--- config.mk ---
export PLATFORM = sky130hd
export DESIGN_NAME = lcard_mapper
export DESIGN_NICKNAME = d
export VERILOG_FILES = /design/src/rtl/lcard_pkg.sv /design/src/rtl/lcard_region_dec.sv /design/src/rtl/lcard_mode_reg.sv /design/src/rtl/lcard_rom.sv /design/src/rtl/lcard_addr_map.sv /design/src/rtl/lcard_mapper.sv
export SDC_FILE = /design/constraint.sdc
export NUM_CORES = 1
export LEC_CHECK = 0
export CORE_ASPECT_RATIO = 1.1
export CORE_UTILIZATION = 30
export CTS_BUF_LIST = sky130_fd_sc_hd__clkbuf_8
export CTS_CLUSTER_DIAMETER = 40
export DETAILED_ROUTE_END_ITERATION = 6
export MAX_ROUTING_LAYER = met4
export PLACE_DENSITY = 0.88
export SETUP_SLACK_MARGIN = 0.3
export SLEW_MARGIN = 15
export SYNTH_ARGS = -nofsm -noshare
export SYNTH_HDL_FRONTEND = slang
export SYNTH_SLANG_ARGS = --single-unit
--- constraint.sdc ---
create_clock -name clk -period 2.4 [get_ports clk]
set_input_delay 0.48 -clock clk [delete_from_list [all_inputs] [get_ports clk]]
set_output_delay 0.48 -clock clk [all_outputs]
set_load 0.005 [all_outputs]
--- src/rtl/lcard_pkg.sv ---
package lcard_pkg;

    localparam int LC_AW = 16;
    localparam int LC_DW = 8;
    localparam int LC_ROM_AW = 14;

    typedef struct packed {
        logic wprot;
        logic rd_rom;
        logic bank1;
    } lc_mode_t;

    localparam lc_mode_t LC_MODE_RESET = '{wprot: 1'b0, rd_rom: 1'b1, bank1: 1'b0};

    typedef enum logic [1:0] {
        RG_LOWER  = 2'd0,
        RG_SWITCH = 2'd1,
        RG_BANKED = 2'd2,
        RG_FIXED  = 2'd3
    } lc_region_e;

    function automatic lc_mode_t lc_decode(input logic bank_bit, input logic [1:0] code);
        lc_mode_t m;
        m.bank1 = bank_bit;
        case (code)
            2'b00:   begin m.rd_rom = 1'b0; m.wprot = 1'b1; end
            2'b01:   begin m.rd_rom = 1'b1; m.wprot = 1'b0; end
            2'b10:   begin m.rd_rom = 1'b1; m.wprot = 1'b1; end
            default: begin m.rd_rom = 1'b0; m.wprot = 1'b0; end
        endcase
        return m;
    endfunction

    function automatic logic [LC_DW-1:0] lc_rom_byte(input logic [LC_ROM_AW-1:0] off);
        return off[7:0] ^ {2'b00, off[13:8]} ^ 8'h5A;
    endfunction

endpackage

--- src/rtl/lcard_region_dec.sv ---
module lcard_region_dec
    import lcard_pkg::*;
#(
    parameter int AW = LC_AW,
    parameter logic [AW-5:0] SW_PAGE = 12'hC08,
    parameter logic [3:0] BANK_PAGE = 4'hD
) (
    input  logic [AW-1:0] addr,
    output lc_region_e    region
);
    localparam int TOP = AW - 1;
    localparam int PG_LO = AW - 4;

    always_comb begin
        if (addr[TOP:4] == SW_PAGE)
            region = RG_SWITCH;
        else if (addr[TOP:PG_LO] == BANK_PAGE)
            region = RG_BANKED;
        else if (addr[TOP:PG_LO] > BANK_PAGE)
            region = RG_FIXED;
        else
            region = RG_LOWER;
    end
endmodule

--- src/rtl/lcard_mode_reg.sv ---
module lcard_mode_reg
    import lcard_pkg::*;
(
    input  logic       clk,
    input  logic       rst,
    input  logic       hit,
    input  logic       sel_bank,
    input  logic [1:0] sel_code,
    output lc_mode_t   mode
);
    always_ff @(posedge clk) begin
        if (rst)
            mode <= LC_MODE_RESET;
        else if (hit)
            mode <= lc_decode(sel_bank, sel_code);
    end


    mode_hold_chk: assert property (@(posedge clk) disable iff (rst)
        !hit |=> $stable(mode));


    bank_take_chk: assert property (@(posedge clk) disable iff (rst)
        hit |=> (mode.bank1 == $past(sel_bank)));
endmodule

--- src/rtl/lcard_rom.sv ---
module lcard_rom
    import lcard_pkg::*;
#(
    parameter int RAW = LC_ROM_AW,
    parameter int DW = LC_DW
) (
    input  logic [RAW-1:0] off,
    output logic [DW-1:0]  data
);
    always_comb data = lc_rom_byte(off);
endmodule

--- src/rtl/lcard_addr_map.sv ---
module lcard_addr_map
    import lcard_pkg::*;
#(
    parameter int AW = LC_AW,
    parameter int DW = LC_DW,
    parameter logic [3:0] BANK1_PAGE = 4'hC
) (
    input  logic          clk,
    input  logic          rst,
    input  lc_region_e    region,
    input  lc_mode_t      mode,
    input  logic [AW-1:0] addr,
    input  logic [DW-1:0] wdata,
    input  logic          rd,
    input  logic          wr,
    input  logic [DW-1:0] rom_data,
    input  logic [DW-1:0] ram_rdata,
    output logic [AW-1:0] ram_addr,
    output logic [DW-1:0] ram_wdata,
    output logic          ram_we,
    output logic [DW-1:0] rdata
);
    localparam int PG_LO = AW - 4;
    logic upper;

    always_comb begin
        upper     = (region == RG_BANKED) || (region == RG_FIXED);
        ram_wdata = wdata;
        ram_addr  = addr;
        if (region == RG_BANKED && mode.bank1)
            ram_addr = {BANK1_PAGE, addr[PG_LO-1:0]};
        case (region)
            RG_SWITCH: ram_we = 1'b0;
            RG_LOWER:  ram_we = wr;
            default:   ram_we = wr && !mode.wprot;
        endcase
        if (region == RG_SWITCH)
            rdata = '0;
        else if (upper && mode.rd_rom)
            rdata = rom_data;
        else
            rdata = ram_rdata;
    end


    wprot_chk: assert property (@(posedge clk) disable iff (rst)
        (upper && mode.wprot) |-> !ram_we);


    switch_quiet_chk: assert property (@(posedge clk) disable iff (rst)
        (region == RG_SWITCH) |-> (!ram_we && rdata == '0));


    lower_pass_chk: assert property (@(posedge clk) disable iff (rst)
        (region == RG_LOWER) |-> (ram_addr == addr && ram_we == wr));


    fixed_pass_chk: assert property (@(posedge clk) disable iff (rst)
        (region == RG_FIXED) |-> (ram_addr == addr));


    bank1_page_chk: assert property (@(posedge clk) disable iff (rst)
        (region == RG_BANKED && mode.bank1 && (rd || wr)) |-> (ram_addr[AW-1:PG_LO] == BANK1_PAGE));
endmodule

--- src/rtl/lcard_mapper.sv ---
module lcard_mapper
    import lcard_pkg::*;
#(
    parameter int AW = LC_AW,
    parameter int DW = LC_DW
) (
    input  logic          clk,
    input  logic          rst,
    input  logic [AW-1:0] cpu_addr,
    input  logic [DW-1:0] cpu_wdata,
    input  logic          cpu_rd,
    input  logic          cpu_wr,
    output logic [DW-1:0] cpu_rdata,
    output logic [AW-1:0] ram_addr,
    output logic [DW-1:0] ram_wdata,
    output logic          ram_we,
    input  logic [DW-1:0] ram_rdata
);
    localparam int RAW = LC_ROM_AW;
    localparam int PG_LO = AW - 4;

    lc_region_e       region;
    lc_mode_t         mode;
    logic             sw_hit;
    logic [RAW-1:0]   rom_off;
    logic [DW-1:0]    rom_data;

    lcard_region_dec #(.AW(AW)) u_dec (
        .addr   (cpu_addr),
        .region (region)
    );

    assign sw_hit = (region == RG_SWITCH) && (cpu_rd || cpu_wr);

    lcard_mode_reg u_mode (
        .clk      (clk),
        .rst      (rst),
        .hit      (sw_hit),
        .sel_bank (cpu_addr[3]),
        .sel_code (cpu_addr[1:0]),
        .mode     (mode)
    );

    // Offset into the image: page D -> 0, E -> 1, F -> 2.
    assign rom_off = {cpu_addr[PG_LO+1:PG_LO] - 2'd1, cpu_addr[PG_LO-1:0]};

    lcard_rom #(.RAW(RAW), .DW(DW)) u_rom (
        .off  (rom_off),
        .data (rom_data)
    );

    lcard_addr_map #(.AW(AW), .DW(DW)) u_map (
        .clk       (clk),
        .rst       (rst),
        .region    (region),
        .mode      (mode),
        .addr      (cpu_addr),
        .wdata     (cpu_wdata),
        .rd        (cpu_rd),
        .wr        (cpu_wr),
        .rom_data  (rom_data),
        .ram_rdata (ram_rdata),
        .ram_addr  (ram_addr),
        .ram_wdata (ram_wdata),
        .ram_we    (ram_we),
        .rdata     (cpu_rdata)
    );


    reset_mode_chk: assert property (@(posedge clk)
        rst |=> (mode == LC_MODE_RESET));
endmodule

==> flow_summary.yaml, run 1 <==
timing:
  max_freq_ghz: 0.446
  slew_violations: 0
  rsz0062_at_grt: "yes"
  worst_pin_slew_ps: 477
  setup_viol: 0
  period_needed_ps: 2240
  final_hold_viol_count: 0
  slew_headroom: 0.681
  skew_ps: 0
  finalCritPeriodShare: 0.935
place:
  dp_hpwl_um: 2000
  gp_congestion: 0.793
  placed_cells: 167
  numPortBuffers: 52
floorplan:
  die_h_um: 52.4
  die_width_um: 47.8
  start_util: 0.332
  num_io_pins: 69
  die_area_um2: 2500
  core_region_area_um2: 2080
  num_rows: 17
grt:
  grt_pass1_wl_um: 3640
  grtUsageMet1: 0.202
  grt.met3_usage: 0.0414
  grt_overflow: 0
  grt_max_degree: 15
  top_usage_layer: "met2"
  grt_pass1_vias: 871
  track_usage: 0.207
  use_met2: 0.374
  antenna_found_initial: 0
drt:
  dr.pass1.iters: 4
  drtIter0Drc: 10
  wirelength_um: 2520
  num_vias: 854
  wl_per_cell_um: 14.5
  drtAntennaViolNets: 0
  viasPerCell: 4.94
  drc: 0
pwr:
  p_leak_nw: 0.588
  power.density_nw_per_um2: 287
  p_total_w: 0.000376
  peakVddDrop_mv: 0.377
layout:
  drive_above_1_share: 0.448
  final_core_util: 0.629
  area_delta_synth_final_pct: 89.5
  largest-register: "u_mode.mode"
  nets: 187
  diodes: 0
  fill_cells: 185
  reg.largest.list: "u_mode.mode x3"
  stdcell_count: 173
  largest_reg_flops: 3
synthesis:
  synth_top_family_by_area: "buffers and inverters"
  post_synth.cell_area_avg_um2: 7.69
  synth-simple-area-share: 0.203
  ys_seq_area_frac: 0.0868
  ys.flop_type: "dfxtp_1"
  synth_compound_area_frac: 0.206
  synth_seq_cells: 3
  yosysUniqueCellTypes: 25
  synth_adder_area_share: 0.0904
  muxShareOfSynthArea: 0.0434
  synth_warnings: 0
  synthCells: 90
  netlist_area_um2: 692
  synthXorXnorAreaFrac: 0.0759
  syn_nets: 131
  synth_edf_count: 0
  synthArstFlopShare: 0
clock_tree:
  cts_inserted_buffers: 3
  clk_pin_slew_ps: 30
  cts_max_level: 1
  clkLatencyLatePin_ps: 210
  clock-root-buffer: "clkbuf_8"
  clockBufferDepth: 2
  clock_sinks: 3
  tritoncts: "done"
critical_path:
  crit_path_max_fanout: 8
  crit_path_end_kind: "output port"
  crit_type: "in2out"
  crit_start: "cpu_addr[4]"
  crit_slowest_cell: "or4_4"
  cp.required_ps: 1920
  setup.worst_path.start_class: "input port"
  path_cells: "buf_6 > or4_4 > nor3_4 > buf_6 > a311oi_1 > buf_2"
  r2r_cells: 2
  slowest_delay_ps: 550
  timing.critical_path.to: "cpu_rdata[2]"
  timing.rr.start: "u_mode.mode[1]$_SDFFE_PP1P_"
  worst-r2r-setup-slack_ps: 1490
  crit_arrival_ps: 1760
  r2r_end: "u_mode.mode[1]$_SDFFE_PP1P_"
  path_common_cell: "buf_6"
run:
  maxCapViolations: 0
outcome:
  status: "finished, final reports clean"
worst_hold_path:
  hp-class: "reg2reg"
cells in the mapped netlist (4+ instances only):
library cell / instances / area (µm²)
inv_1: 6 / 22.5
xnor2_1: 6 / 52.6
a311oi_1: 4 / 35.0
buf_4: 22 / 165
nor2_1: 4 / 15.0
a21oi_1: 4 / 20.0
ha_1: 5 / 62.6
a31oi_1: 4 / 25.0
nand2b_1: 4 / 25.0
o31ai_1: 4 / 30.0
nand4_1: 5 / 31.3
stage by stage:
step | instance area (µm²) | setup WS (ps) | TNS [ps] | hold WS (ps)
2_1_floorplan | 692 | 396 | 0 | 448
3_3_place_gp | 1240 | -503 | -5210 | 462
3_5_place_dp | 1240 | -564 | -5760 | 482
4_1_cts | 1310 | 239 | 0 | 499
5_1_grt | 1310 | 69.1 | 0 | 519
6_report | 1310 | 156 | 0 | 493
metal layers:
metal	wire length, µm	up-vias
met2	1390	36
met4	59	0
li1	-	413
met5	0	-
met1	916	393
met3	147	12
logic make-up (layout without fill, tap and decap cells):
group,count (synthesis),count (layout)
compound gates,20,20
xor+xnor,6,6
fa+ha+maj,5,5
buf+inv,32,87
flops,3,3
mux,3,3
simple gates,21,21
layout by cell type (no fill, tap or decap), drive strengths merged, types with 5 or more instances in the layout:
cell / instances
buf: 42
clkdlybuf4s50: 26
ha: 5
inv: 7
nand4: 5
xnor2: 6
where the power goes:
part           switching, W  internal [W]
Sequential     0.0000000139     0.0000503
Combinational     0.0000743      0.000115
Clock             0.0000288      0.000108
area by class of cell:
cell class / instances / area [µm²] / area share
timing repair buffer: 77 / 639 / 0.488
multi-input combinational: 55 / 509 / 0.388
sequential: 3 / 60.1 / 0.0458
clock buffer: 3 / 41.3 / 0.0315
tap: 28 / 35.0 / 0.0267
inverter: 6 / 22.5 / 0.0172
clock inverter: 1 / 3.75 / 0.00286
how the worst min path moves through the flow:
stage	startpoint	end	slack, ps	cells after the start
floorplan	u_mode.mode[0]$_SDFFE_PP0P_	u_mode.mode[0]$_SDFFE_PP0P_	450	2
global placement	u_mode.mode[2]$_SDFFE_PP0P_	u_mode.mode[2]$_SDFFE_PP0P_	460	2
detailed placement	u_mode.mode[2]$_SDFFE_PP0P_	u_mode.mode[2]$_SDFFE_PP0P_	480	2
CTS	u_mode.mode[2]$_SDFFE_PP0P_	u_mode.mode[2]$_SDFFE_PP0P_	500	2
global route	u_mode.mode[0]$_SDFFE_PP0P_	u_mode.mode[0]$_SDFFE_PP0P_	520	2
finish	u_mode.mode[2]$_SDFFE_PP0P_	u_mode.mode[2]$_SDFFE_PP0P_	490	2
timing repair:
item / 4_1_cts / 5_1_grt
endpoints found under the setup margin: 12 / 13
endpoints found under the hold margin: 0 / 0
pin swaps: 11 / 0
resized for setup: 103 / 4
buffers inserted: 2 / 0
hold buffers: 0 / 0
critical path: cells and delay by family:
| family | cells | cell delay [ps] |
|---|---|---|
| AO/OA/AOI/OAI | 1 | 70 |
| buffers and inverters | 3 | 450 |
| AND/OR/NAND/NOR | 2 | 760 |
Power figures use the tool's default switching activity.
==> run 2: changes to the inputs <==
--- a/config.mk
+++ b/config.mk
@@ -5,6 +5,7 @@
 export SDC_FILE = /design/constraint.sdc
 export NUM_CORES = 1
 export LEC_CHECK = 0
+export CAP_MARGIN = 15
 export CORE_ASPECT_RATIO = 1.1
 export CORE_UTILIZATION = 30
 export CTS_BUF_LIST = sky130_fd_sc_hd__clkbuf_8
==> constraint.sdc (replaced) <==
create_clock -name clk -period 2.5 [get_ports clk]
set_input_delay 0.5 -clock clk [delete_from_list [all_inputs] [get_ports clk]]
set_output_delay 0.5 -clock clk [all_outputs]
set_load 0.005 [all_outputs]
==> flow_summary.yaml, run 2 (synthesized netlist as in run 1, its figures left out) <==
outcome:
  status: "finished, final reports clean"
timing:
  finalCritPeriodShare: 0.904
  worst_pin_slew_ps: 337
  setup_tns_ps: 0
  rsz0062_at_grt: "yes"
  final_hold_viol_count: 0
  setup_viol: 0
  slew_violations: 0
  holdWs_ps: 492
  slew_headroom: 0.774
  max_freq_ghz: 0.443
  period_needed_ps: 2260
  skew_ps: 0
grt:
  grt_pass1_wl_um: 3680
  track_usage: 0.208
  grt_overflow: 0
  grt_max_degree: 15
  grt_pass1_vias: 885
  antenna_found_initial: 0
worst_hold_path:
  hp-class: "reg2reg"
clock_tree:
  clock-root-buffer: "clkbuf_8"
  clockBufferDepth: 2
  tritoncts: "done"
  clock_sinks: 3
  hold_buffers: 0
  clk_pin_slew_ps: 30
  clkLatencyLatePin_ps: 210
  cts_inserted_buffers: 3
  cts_max_level: 1
layout:
  final_area_um2: 1330
  largest_reg_flops: 3
  nets: 187
  drive_above_1_share: 0.476
  largest-register: "u_mode.mode"
  stdcell_count: 173
  area_delta_synth_final_pct: 92.0
  diodes: 0
  fill_cells: 182
  reg.largest.list: "u_mode.mode x3"
  layout_common_cells: "29 x clkdlybuf4s50_1, 22 x buf_4, 15 x buf_2, 6 x xnor2_1"
  final_common_cell: "clkdlybuf4s50_1"
drt:
  wirelength_um: 2520
  drc: 0
  drtIter0Drc: 6
  num_vias: 859
  dr.pass1.iters: 4
  viasPerCell: 4.97
  drtAntennaViolNets: 0
  wl_per_cell_um: 14.5
critical_path:
  crit_type: "in2out"
  r2r_end: "u_mode.mode[1]$_SDFFE_PP1P_"
  crit_start: "cpu_addr[4]"
  setup.worst_path.start_class: "input port"
  timing.rr.start: "u_mode.mode[1]$_SDFFE_PP1P_"
  crit_arrival_ps: 1760
  cp.required_ps: 2000
  worst-r2r-setup-slack_ps: 1740
  timing.critical_path.to: "ram_we"
  r2r_cells: 2
  crit_path_end_kind: "output port"
  crit_path_max_fanout: 3
pwr:
  peakVddDrop_mv: 0.362
  p_seq_frac: 0.132
  sw_frac_of_total: 0.273
  power.density_nw_per_um2: 276
  p_leak_nw: 0.572
  p_total_w: 0.000366
  p_int_w: 0.000266
  combPwrFrac: 0.509
  power.switching_w: 0.0000999
  pwr-share-clk: 0.359
floorplan:
  die_width_um: 47.8
  die_area_um2: 2500
  num_rows: 17
  num_io_pins: 69
  core_region_area_um2: 2080
  start_util: 0.332
  die_h_um: 52.4
run:
  maxCapViolations: 0
place:
  placed_cells: 167
  dp_hpwl_um: 2000
  place_area_um2: 1240
  gp_congestion: 0.793
  numPortBuffers: 52
## run 2: cell types whose count changed in the layout (fill, tap and decap cells not counted), sizes merged
cell and delta:
clkdlybuf4s50 +3, buf -1, dlymetal6s2s -2
## run 2: layer usage
metal  track usage  vias up  wire length (µm)
met5             -        -                 0
met4        0.0972        0                59
met3        0.0414       12               139
met2         0.376       38              1430
met1         0.204      397               893
li1              -      412                 -
## run 2: power groups by stage
stage / combinational, W / sequential (W) / clock, W
floorplan: 0.0000761 / 0.0000489 / 0
global placement: 0.000180 / 0.0000489 / 0
detailed placement: 0.000185 / 0.0000489 / 0
CTS: 0.000179 / 0.0000482 / 0.000135
global route: 0.000199 / 0.0000482 / 0.000139
finish: 0.000186 / 0.0000483 / 0.000132
## run 2: stage by stage
step,setup WS [ps],util
floorplan,456,-
global placement,-443,0.594
detailed placement,-504,0.594
CTS,299,0.626
global route,212,0.637
finish,241,0.637
## run 2: worst max-delay path, stage by stage
cell	delay, ps
buf_6	90
or4_4	550
nor3_4	200
buf_4	170
buf_6	90
a211oi_2	30
buf_2	130
## run 2: cell type report
| cell class | count | area (µm²) | share of cell area |
|---|---|---|---|
| clock buffer | 3 | 41.3 | 0.0311 |
| clock inverter | 1 | 3.75 | 0.00282 |
| inverter | 6 | 22.5 | 0.0169 |
| multi-input combinational | 55 | 529 | 0.398 |
| sequential | 3 | 61.3 | 0.0461 |
| tap | 28 | 35.0 | 0.0264 |
| timing repair buffer | 77 | 636 | 0.478 |
## run 2: worst min-delay path by stage
stage / start / endpoint / slack (ps) / cells past startpoint
after floorplan: u_mode.mode[0]$_SDFFE_PP0P_ / u_mode.mode[0]$_SDFFE_PP0P_ / 450 / 2
after global placement: u_mode.mode[2]$_SDFFE_PP0P_ / u_mode.mode[2]$_SDFFE_PP0P_ / 460 / 2
after detailed placement: u_mode.mode[2]$_SDFFE_PP0P_ / u_mode.mode[2]$_SDFFE_PP0P_ / 480 / 2
after CTS: u_mode.mode[2]$_SDFFE_PP0P_ / u_mode.mode[2]$_SDFFE_PP0P_ / 500 / 2
after global routing: u_mode.mode[0]$_SDFFE_PP0P_ / u_mode.mode[0]$_SDFFE_PP0P_ / 520 / 2
final: u_mode.mode[2]$_SDFFE_PP0P_ / u_mode.mode[2]$_SDFFE_PP0P_ / 490 / 2
## run 2: what timing repair did
item / in CTS / in global routing
buffers inserted: 2 / 0
endpoints found under the setup margin: 11 / 11
pin swaps: 11 / 0
gates resized for setup: 97 / 8
==> run 3: changes to the inputs <==
==> constraint.sdc (replaced) <==
create_clock -name clk -period 2.1 [get_ports clk]
set_input_delay 0.42 -clock clk [delete_from_list [all_inputs] [get_ports clk]]
set_output_delay 0.42 -clock clk [all_outputs]
set_load 0.005 [all_outputs]
==> flow_summary.yaml, run 3 (synthesized netlist as in run 1, its figures left out) <==
outcome:
  status: "finished, final reports clean"
floorplan:
  start_util: 0.332
  die_h_um: 52.4
  num_io_pins: 69
  die_area_um2: 2500
  num_rows: 17
  core_region_area_um2: 2080
  die_width_um: 47.8
pwr:
  p_leak_nw: 0.599
  peakVddDrop_mv: 0.417
  power.density_nw_per_um2: 319
layout:
  drive_above_1_share: 0.473
  largest_reg_flops: 3
  diodes: 0
  largest-register: "u_mode.mode"
  multi_input_area_um2: 522
  final_common_cell: "clkdlybuf4s50_1"
  reg.largest.list: "u_mode.mode x3"
  area_delta_synth_final_pct: 98.9
  register_area_um2: 61.3
  fill_cells: 181
  layout_common_cells: "25 x clkdlybuf4s50_1, 21 x buf_4, 12 x buf_2, 11 x buf_6, 7 x dlygate4sd2_1"
  nets: 190
critical_path:
  slowest_delay_ps: 550
  path_common_cell: "buf_6"
  path_delay_family: "simple AND/OR/NAND/NOR gates"
  crit_slowest_cell: "or4_4"
  cp.buffers_inverters: 4
  crit_path_max_fanout: 5
  crit_type: "in2out"
  path_cells: "buf_6 > or4_4 > nor3_4 > buf_6 > buf_6 > a21oi_2 > buf_2"
  cp.required_ps: 1680
  crit_arrival_ps: 1640
  crit_path_end_kind: "output port"
  setup.worst_path.start_class: "input port"
timing:
  skew_ps: 0
  slew_violations: 0
  rsz0062_at_grt: "yes"
  setup_tns_ps: 0
  setup_viol: 0
  holdWs_ps: 481
  worst_pin_slew_ps: 351
  max_freq_ghz: 0.485
  final_hold_viol_count: 0
  slew_headroom: 0.765
  finalCritPeriodShare: 0.981
  period_needed_ps: 2060
grt:
  grt_max_degree: 15
  antenna_found_initial: 0
  grt_pass1_wl_um: 3840
  grt_overflow: 0
  track_usage: 0.222
  grt_pass1_vias: 871
clock_tree:
  hold_buffers: 0
  cts_inserted_buffers: 3
  tritoncts: "done"
  clkLatencyLatePin_ps: 210
  clockBufferDepth: 2
  clock_sinks: 3
  clock-root-buffer: "clkbuf_8"
  clk_pin_slew_ps: 30
  cts_max_level: 1
drt:
  drtIter0Drc: 9
  wirelength_um: 2560
  drc: 0
  num_vias: 866
  drtAntennaViolNets: 0
  wl_per_cell_um: 14.5
  viasPerCell: 4.92
  dr.pass1.iters: 4
run:
  maxCapViolations: 0
place:
  gp_congestion: 0.745
  numPortBuffers: 52
  dp_hpwl_um: 1890
worst_hold_path:
  hp-class: "reg2reg"
[run 3: repair_timing]
item,CTS,global route
buffers inserted,7,1
gates resized for setup,111,9
gates cloned,0,0
pin swaps,11,7
endpoints found under the setup margin,28,14
[run 3: report_power, final]
group          internal [W]   total, W  switching (W)
Sequential        0.0000574  0.0000575   0.0000000177
Clock              0.000124   0.000162      0.0000377
Combinational      0.000134   0.000220      0.0000854
[run 3: worst paths after layout]
kind | startpoint | endpoint | slack [ps] | cells past startpoint
max reg2reg | u_mode.mode[1]$_SDFFE_PP1P_ | u_mode.mode[1]$_SDFFE_PP1P_ | 1300 | 2
min reg2reg | u_mode.mode[0]$_SDFFE_PP0P_ | u_mode.mode[0]$_SDFFE_PP0P_ | 480 | 2
min | u_mode.mode[0]$_SDFFE_PP0P_ | u_mode.mode[0]$_SDFFE_PP0P_ | 480 | 2
max | cpu_addr[10] | cpu_rdata[5] | 40 | 7
[run 3: layout make-up]
| cell class | count | area share |
|---|---|---|
| multi-input combinational | 55 | 0.379 |
| inverter | 6 | 0.0218 |
| tap | 28 | 0.0255 |
| clock buffer | 3 | 0.0300 |
| sequential | 3 | 0.0445 |
| clock inverter | 1 | 0.00273 |
| timing repair buffer | 80 | 0.496 |
[run 3: worst register-to-register path, stage by stage (launching register included)]
cell	delay (ps)
dfxtp_2	490
nor2_1	90
mux2i_1	140
[run 3: per-stage QoR]
step                      instances  worst slack, ps  utilization  power [W]  area (µm²)
after floorplan                  90              277            -   0.000149         692
after global placement          164             -643        0.583   0.000266        1220
after detailed placement        164             -754        0.583   0.000271        1220
after CTS                       175           -0.103        0.651   0.000436        1360
after global routing            176            -16.4        0.660   0.000469        1380
final                           176             39.7        0.660   0.000439        1380
[run 3: metal layers]
metal  up-vias  global-route usage  share of wire
li1        416                   -              -
met1       401               0.241           0.38
met2        41               0.394           0.53
met3         8              0.0621          0.065
met4         0              0.0417          0.022
met5         -                   -              0
